===== src/rtl/sdram_init_pkg.sv =====
package sdram_init_pkg;

    // {cs_n, ras_n, cas_n, we_n}
    typedef enum logic [3:0] {
        CMD_NOP = 4'b0111,
        CMD_PRE = 4'b0010,
        CMD_REF = 4'b0001,
        CMD_MRS = 4'b0000
    } cmd_e;

    typedef enum logic [2:0] {
        ST_SETTLE = 3'd0,
        ST_TRP    = 3'd1,
        ST_TRC    = 3'd2,
        ST_TMRD   = 3'd3,
        ST_READY  = 3'd4,
        ST_ERR    = 3'd5
    } init_state_e;

    localparam logic [2:0] BL_FULL_PAGE = 3'b111;

    function automatic logic burst_len_ok(input logic [2:0] code);
        return (code <= 3'b011) || (code == BL_FULL_PAGE);
    endfunction

    function automatic logic cas_lat_ok(input logic [2:0] code);
        return (code == 3'b010) || (code == 3'b011);
    endfunction

endpackage


===== src/rtl/sdram_mode_word.sv =====
module sdram_mode_word #(
    parameter int ADDR_W = 13
) (
    input  logic [2:0]        burst_len,
    input  logic              burst_type,
    input  logic [2:0]        cas_lat,
    input  logic              wr_single,
    output logic [ADDR_W-1:0] word,
    output logic              legal
);
    import sdram_init_pkg::*;

    logic full_page_conflict;

    always_comb begin
        word      = '0;
        word[2:0] = burst_len;
        word[3]   = burst_type;
        word[6:4] = cas_lat;
        word[8:7] = 2'b00;
        word[9]   = wr_single;
    end

    assign full_page_conflict = (burst_len == BL_FULL_PAGE) && burst_type;
    assign legal = burst_len_ok(burst_len) && cas_lat_ok(cas_lat) && !full_page_conflict;

endmodule


===== src/rtl/sdram_init_ctrl.sv =====
module sdram_init_ctrl #(
    parameter int ADDR_W     = 13,
    parameter int SETTLE_CYC = 20000,
    parameter int TRP_CYC    = 3,
    parameter int TRC_CYC    = 7,
    parameter int TMRD_CYC   = 2,
    parameter int NUM_REF    = 8,
    parameter bit MRS_FIRST  = 1'b0
) (
    input  logic              clk,
    input  logic              rst_n,
    input  logic [ADDR_W-1:0] mode_word,
    input  logic              mode_ok,
    output logic [3:0]        cmd,
    output logic [ADDR_W-1:0] addr,
    output logic              ready,
    output logic              err
);
    import sdram_init_pkg::*;

    localparam int NREF_EFF  = (NUM_REF < 2) ? 2 : NUM_REF;
    localparam int REF_W     = $clog2(NREF_EFF + 1);
    localparam int GAP_MAX01 = (TRP_CYC > TRC_CYC) ? TRP_CYC : TRC_CYC;
    localparam int GAP_MAX   = (GAP_MAX01 > TMRD_CYC) ? GAP_MAX01 : TMRD_CYC;
    localparam int CNT_MAX   = (SETTLE_CYC > GAP_MAX) ? SETTLE_CYC : GAP_MAX;
    localparam int CNT_W     = $clog2(CNT_MAX + 1);
    localparam int AP_BIT    = 10;

    typedef struct packed {
        init_state_e       st;
        logic [CNT_W-1:0]  cnt;
        logic [REF_W-1:0]  refs;
        cmd_e              cmd;
        logic [ADDR_W-1:0] addr;
        logic              ready;
        logic              err;
    } regs_t;

    regs_t r_d, r_q;
    logic  go_ref, go_mrs, go_done;

    always_comb begin
        r_d      = r_q;
        r_d.cmd  = CMD_NOP;
        r_d.addr = '0;
        go_ref   = 1'b0;
        go_mrs   = 1'b0;
        go_done  = 1'b0;

        case (r_q.st)
            ST_SETTLE: begin
                if (r_q.cnt == CNT_W'(SETTLE_CYC - 1)) begin
                    r_d.cmd          = CMD_PRE;
                    r_d.addr[AP_BIT] = 1'b1;
                    r_d.st           = ST_TRP;
                    r_d.cnt          = '0;
                end else begin
                    r_d.cnt = r_q.cnt + 1'b1;
                end
            end
            ST_TRP: begin
                if (r_q.cnt == CNT_W'(TRP_CYC)) begin
                    if (MRS_FIRST) go_mrs = 1'b1;
                    else           go_ref = 1'b1;
                end else begin
                    r_d.cnt = r_q.cnt + 1'b1;
                end
            end
            ST_TRC: begin
                if (r_q.cnt == CNT_W'(TRC_CYC)) begin
                    if (r_q.refs != REF_W'(NREF_EFF)) go_ref  = 1'b1;
                    else if (MRS_FIRST)               go_done = 1'b1;
                    else                              go_mrs  = 1'b1;
                end else begin
                    r_d.cnt = r_q.cnt + 1'b1;
                end
            end
            ST_TMRD: begin
                if (r_q.cnt == CNT_W'(TMRD_CYC)) begin
                    if (MRS_FIRST) go_ref  = 1'b1;
                    else           go_done = 1'b1;
                end else begin
                    r_d.cnt = r_q.cnt + 1'b1;
                end
            end
            default: ;
        endcase

        if (go_ref) begin
            r_d.cmd  = CMD_REF;
            r_d.refs = r_q.refs + 1'b1;
            r_d.st   = ST_TRC;
            r_d.cnt  = '0;
        end
        if (go_mrs) begin
            if (mode_ok) begin
                r_d.cmd  = CMD_MRS;
                r_d.addr = mode_word;
                r_d.st   = ST_TMRD;
                r_d.cnt  = '0;
            end else begin
                r_d.st  = ST_ERR;
                r_d.err = 1'b1;
            end
        end
        if (go_done) begin
            r_d.st    = ST_READY;
            r_d.ready = 1'b1;
        end
    end

    always_ff @(posedge clk) begin
        if (!rst_n) begin
            r_q       <= '0;
            r_q.st    <= ST_SETTLE;
            r_q.cmd   <= CMD_NOP;
        end else begin
            r_q <= r_d;
        end
    end

    assign cmd   = r_q.cmd;
    assign addr  = r_q.addr;
    assign ready = r_q.ready;
    assign err   = r_q.err;

endmodule


===== src/rtl/sdram_init_seq.sv =====
module sdram_init_seq #(
    parameter int ADDR_W       = 13,
    parameter int BA_W         = 2,
    parameter int DQM_W        = 2,
    parameter int CLK_FREQ_MHZ = 100,
    parameter int SETTLE_US    = 200,
    parameter int TRP_CYC      = 3,
    parameter int TRC_CYC      = 7,
    parameter int TMRD_CYC     = 2,
    parameter int NUM_REF      = 8,
    parameter bit MRS_FIRST    = 1'b0
) (
    input  logic              clk,
    input  logic              rst_n,
    input  logic [2:0]        cfg_burst_len,
    input  logic              cfg_burst_type,
    input  logic [2:0]        cfg_cas_lat,
    input  logic              cfg_wr_single,
    output logic              sdram_cke,
    output logic              sdram_cs_n,
    output logic              sdram_ras_n,
    output logic              sdram_cas_n,
    output logic              sdram_we_n,
    output logic [DQM_W-1:0]  sdram_dqm,
    output logic [BA_W-1:0]   sdram_ba,
    output logic [ADDR_W-1:0] sdram_addr,
    output logic              init_done,
    output logic              init_err
);
    localparam int SETTLE_CYC = CLK_FREQ_MHZ * SETTLE_US;

    logic [ADDR_W-1:0] mode_word;
    logic              mode_ok;
    logic [3:0]        cmd_bits;

    sdram_mode_word #(.ADDR_W(ADDR_W)) u_word (
        .burst_len (cfg_burst_len),
        .burst_type(cfg_burst_type),
        .cas_lat   (cfg_cas_lat),
        .wr_single (cfg_wr_single),
        .word      (mode_word),
        .legal     (mode_ok)
    );

    sdram_init_ctrl #(
        .ADDR_W    (ADDR_W),
        .SETTLE_CYC(SETTLE_CYC),
        .TRP_CYC   (TRP_CYC),
        .TRC_CYC   (TRC_CYC),
        .TMRD_CYC  (TMRD_CYC),
        .NUM_REF   (NUM_REF),
        .MRS_FIRST (MRS_FIRST)
    ) u_ctrl (
        .clk      (clk),
        .rst_n    (rst_n),
        .mode_word(mode_word),
        .mode_ok  (mode_ok),
        .cmd      (cmd_bits),
        .addr     (sdram_addr),
        .ready    (init_done),
        .err      (init_err)
    );

    assign {sdram_cs_n, sdram_ras_n, sdram_cas_n, sdram_we_n} = cmd_bits;
    assign sdram_cke = 1'b1;
    assign sdram_dqm = '1;
    assign sdram_ba  = '0;

endmodule


===== config.mk =====
export PLATFORM = sky130hd
export DESIGN_NAME = sdram_init_seq
export DESIGN_NICKNAME = d
export VERILOG_FILES = /design/src/rtl/sdram_init_pkg.sv /design/src/rtl/sdram_mode_word.sv /design/src/rtl/sdram_init_ctrl.sv /design/src/rtl/sdram_init_seq.sv
export SDC_FILE = /design/constraint.sdc
export NUM_CORES = 1
export LEC_CHECK = 0
export CELL_PAD_IN_SITES_DETAIL_PLACEMENT = 0
export CELL_PAD_IN_SITES_GLOBAL_PLACEMENT = 2
export CORE_MARGIN = 1.5
export CORE_UTILIZATION = 28
export CTS_BUF_LIST = sky130_fd_sc_hd__clkbuf_8
export DETAILED_ROUTE_END_ITERATION = 6
export PLACE_DENSITY_LB_ADDON = 0.1
export SYNTH_ARGS = -nofsm -noshare
export SYNTH_HDL_FRONTEND = slang
export SYNTH_SLANG_ARGS = --single-unit

===== constraint.sdc =====
create_clock -name clk -period 1.9 [get_ports clk]
set_input_delay 0.475 -clock clk [delete_from_list [all_inputs] [get_ports clk]]
set_output_delay 0.475 -clock clk [all_outputs]
set_load 0.02 [all_outputs]

==> load_flow_metrics.sql <==
INSERT INTO impl_metrics (metric_group, metric, value, unit) VALUES
('status', 'outcome', 'completed', ''),
('worst_setup_path', 'r2r-start', 'u_ctrl.r_q[30]', ''),
('power', 'power.share.clock', '0.389', ''),
('clocking', 'cts-root-to-sink-buffers', '2', ''),
('route', 'drt_wl_total', '5300', 'um'),
('power', 'switching_share', '0.260', ''),
('route', 'initialDrtViolationCount', '53', ''),
('layout', 'final_cell_area', '2740', 'sq um'),
('timing', 'min_period', '1.87', 'ns'),
('power', 'p_per_area', '533', 'nW/um^2'),
('worst_setup_path', 'crit_path_max_incr_delay', '0.54', 'ns'),
('layout', 'fin_nets', '309', ''),
('grt', 'grt_first_pass_wirelength', '8370', 'um'),
('worst_setup_path', 'timing.rr.end', 'u_ctrl.r_q[30]', ''),
('floorplan', 'placement_rows', '30', ''),
('placed_design', 'io_buffer_count', '23', ''),
('synthesis', 'post_synth_num_cell_types', '51', ''),
('grt', 'first_global_vias', '1671', ''),
('floorplan', 'fp.dieH', '87.2', 'um'),
('layout', 'insertedDiodeCount', '0', ''),
('synthesis', 'post_synth_inst_count', '242', ''),
('timing', 'timing.final.max_slew_violations', '0', ''),
('placed_design', 'gp_congestion', '0.803', ''),
('clocking', 'clkTransAtPathRegs', '0.08', 'ns'),
('placed_design', 'detailedPlacementHpwl', '3900', 'um'),
('clocking', 'numCtsBuffers', '5', ''),
('synthesis', 'asyncSetResetFlopFracSynth', '0', ''),
('layout', 'share_of_post_route_cells_with_drive_strength_above_1', '0.280', ''),
('worst_hold_path', 'min_to', 'u_ctrl.err', ''),
('timing', 'fin_crit_sh', '0.986', ''),
('synthesis', 'ys_top_cells_by_count', 'dfxtp_1 (36), buf_4 (20), nor2_1 (18)', ''),
('power', 'post-layout-total-power', '0.00146', 'W'),
('synthesis', 'post_synth_instance_area', '1990', 'sq um'),
('worst_setup_path', 'worst-setup-path-type', 'reg -> reg', ''),
('timing', 'grt_setup_unrepaired', 'yes', ''),
('route', 'detail_route.drc_violations', '0', ''),
('grt', 'grt_remaining_overflow', '0', ''),
('flow_run', 'maxCapViolCount', '0', ''),
('power', 'power_report.internal_total', '0.00108', 'W'),
('clocking', 'clockRootBuffer', 'clkbuf_8', ''),
('timing', 'fmax', '0.534', 'GHz'),
('worst_setup_path', 'setup.reg_to_reg.worst_slack', '0.03', 'ns'),
('worst_hold_path', 'min_path_cells', '1', ''),
('worst_setup_path', 'crit_path_end_kind', 'register', ''),
('synthesis', 'synth_area_leader_cell', 'dfxtp_1', ''),
('synthesis', 'synthesis.yosys.warnings', '0', ''),
('grt', 'overall_track_demand_over_capacity_in_global_routing', '0.144', ''),
('power', 'pwr-share-seq', '0.528', ''),
('route', 'wl_per_cell', '13.5', 'um'),
('synthesis', 'largest_cells_by_area_after_synthesis', 'dfxtp_1 (36%), buf_4 (7.6%), a21oi_1 (3.8%), nor2_1 (3.4%), nand2_1 (3.2%)', ''),
('worst_setup_path', 'timing.critical_path.from_type', 'register', ''),
('layout', 'areaGrowthSynthToFinish', '37.7', '%'),
('timing', 'holdWs', '0.470', 'ns'),
('placed_design', 'place_inst', '382', ''),
('worst_hold_path', 'worst_hold_path_type', 'reg -> reg', ''),
('worst_hold_path', 'source_of_the_worst_hold_timing_path', 'u_ctrl.err', ''),
('clocking', 'htreeDepth', '2', ''),
('grt', 'number_of_antenna_violations_at_the_first_check_in_global_routing', '0', ''),
('placed_design', 'postPlaceCellArea', '2480', 'sq um'),
('synthesis', 'ys.flop_type', 'dfxtp_1', ''),
('timing', 'report.final.setup_viol', '0', ''),
('route', 'antenna_left', '0', ''),
('synthesis', 'sequential_cell_area_fraction_in_the_yosys_report', '0.363', ''),
('floorplan', 'initial_core_util', '0.291', ''),
('grt', 'grt_start_max_net_pins', '18', ''),
('worst_setup_path', 'crit_slowest_cell', 'or4_4', ''),
('synthesis', 'ys_seq_elements', '36', ''),
('route', 'num_vias', '1815', ''),
('timing', 'final_hold_viol_count', '0', ''),
('layout', 'post_layout_nonfiller_instances', '392', ''),
('floorplan', 'pin_count', '34', '');
[cell families (layout without fill, tap and decap cells)]
group / after synthesis / count (layout) / synth area share
fa+ha+maj: 4 / 4 / 0.0252
other cells: 2 / 11 / 0.00378
simple gates: 102 / 102 / 0.280
compound gates: 50 / 50 / 0.166
mux: 3 / 3 / 0.0151
flops: 36 / 36 / 0.363
buf+inv: 43 / 88 / 0.139
xor+xnor: 2 / 2 / 0.00882
[power by group through the flow]
stage               registers, W  logic [W]  clock network, W
floorplan               0.000788  0.0000758                 0
global placement        0.000787   0.000113                 0
detailed placement      0.000787   0.000112                 0
CTS                     0.000769   0.000113          0.000599
global route            0.000770   0.000132          0.000628
finish                  0.000769   0.000122          0.000566
[final cells by class]
cell class,instances,area (sq um)
multi-input combinational,172,1150
clock inverter,3,18.8
tap,96,120
clock buffer,5,68.8
inverter,12,45.0
timing repair buffer,68,606
sequential,36,723
fill,737,4100
[cell usage in the layout (no fill, tap or decap), types with 3 or more instances in the layout]
cell | synthesis | layout
or3_1 | 3 | 3
o21ai_0 | 9 | 5
nand3_1 | 12 | 9
buf_4 | 20 | 41
dfxtp_1 | 36 | 34
a21oi_1 | 15 | 10
a211oi_1 | 4 | 3
inv_1 | 11 | 11
nand2_1 | 17 | 17
o21ai_1 | 0 | 3
ha_1 | 4 | 3
a21oi_2 | 0 | 3
nor2_1 | 18 | 17
and2_1 | 9 | 9
nand4_1 | 5 | 5
nor3_1 | 12 | 10
clkbuf_8 | 0 | 5
o211ai_1 | 4 | 4
mux2i_1 | 3 | 3
conb_1 | 2 | 11
a31oi_1 | 3 | 3
clkdlybuf4s50_1 | 0 | 23
nor4_1 | 5 | 3
nand2b_1 | 6 | 6
[worst max-delay path, delay by kind of cell, from the launching register on]
kind / cells / cell delay [ns]
simple gates: 2 / 0.86
flops: 1 / 0.32
buf+inv: 1 / 0.15
compound gates: 3 / 0.43
[worst max-delay path by stage]
stage          cells past startpoint           start              to
6_report                           6  u_ctrl.r_q[30]  u_ctrl.r_q[30]
3_3_place_gp                       7  u_ctrl.r_q[23]  u_ctrl.r_q[28]
2_1_floorplan                      6  u_ctrl.r_q[31]  u_ctrl.r_q[34]
4_1_cts                            9  u_ctrl.r_q[23]  u_ctrl.r_q[33]
3_5_place_dp                       7  cfg_burst_type   u_ctrl.cmd[2]
5_1_grt                            6  u_ctrl.r_q[30]  u_ctrl.r_q[36]
[per-layer routing]
metal,wire (um),vias up,part of all wire,track usage
met5,0,-,0,0
met4,35,0,0.0066,0.0476
met3,196,4,0.037,0.0313
met2,2350,35,0.44,0.215
met1,2720,842,0.51,0.204
li1,-,934,-,-
[state kept, by name (all words and copies together), names as in the netlist]
signal	count
u_ctrl.ready	1
u_ctrl.err	1
u_ctrl.cmd	3
u_ctrl.r_q	22
u_ctrl.addr	9
[metrics by stage]
stage | utilization | setup slack (ns)
2_1_floorplan | - | -0.0207
3_3_place_gp | 0.363 | -0.0981
3_5_place_dp | 0.363 | -0.0915
5_1_grt | 0.400 | -0.0716
4_1_cts | 0.377 | 0.00583
6_report | 0.400 | 0.0264
[repair_timing]
item | CTS | global route
setup buffers | 0 | 1
pin swaps | 1 | 10
resized for setup | 4 | 32
endpoints found under the setup margin | 21 | 33
cloned | 0 | 1
(Power assumes the default switching activity.)
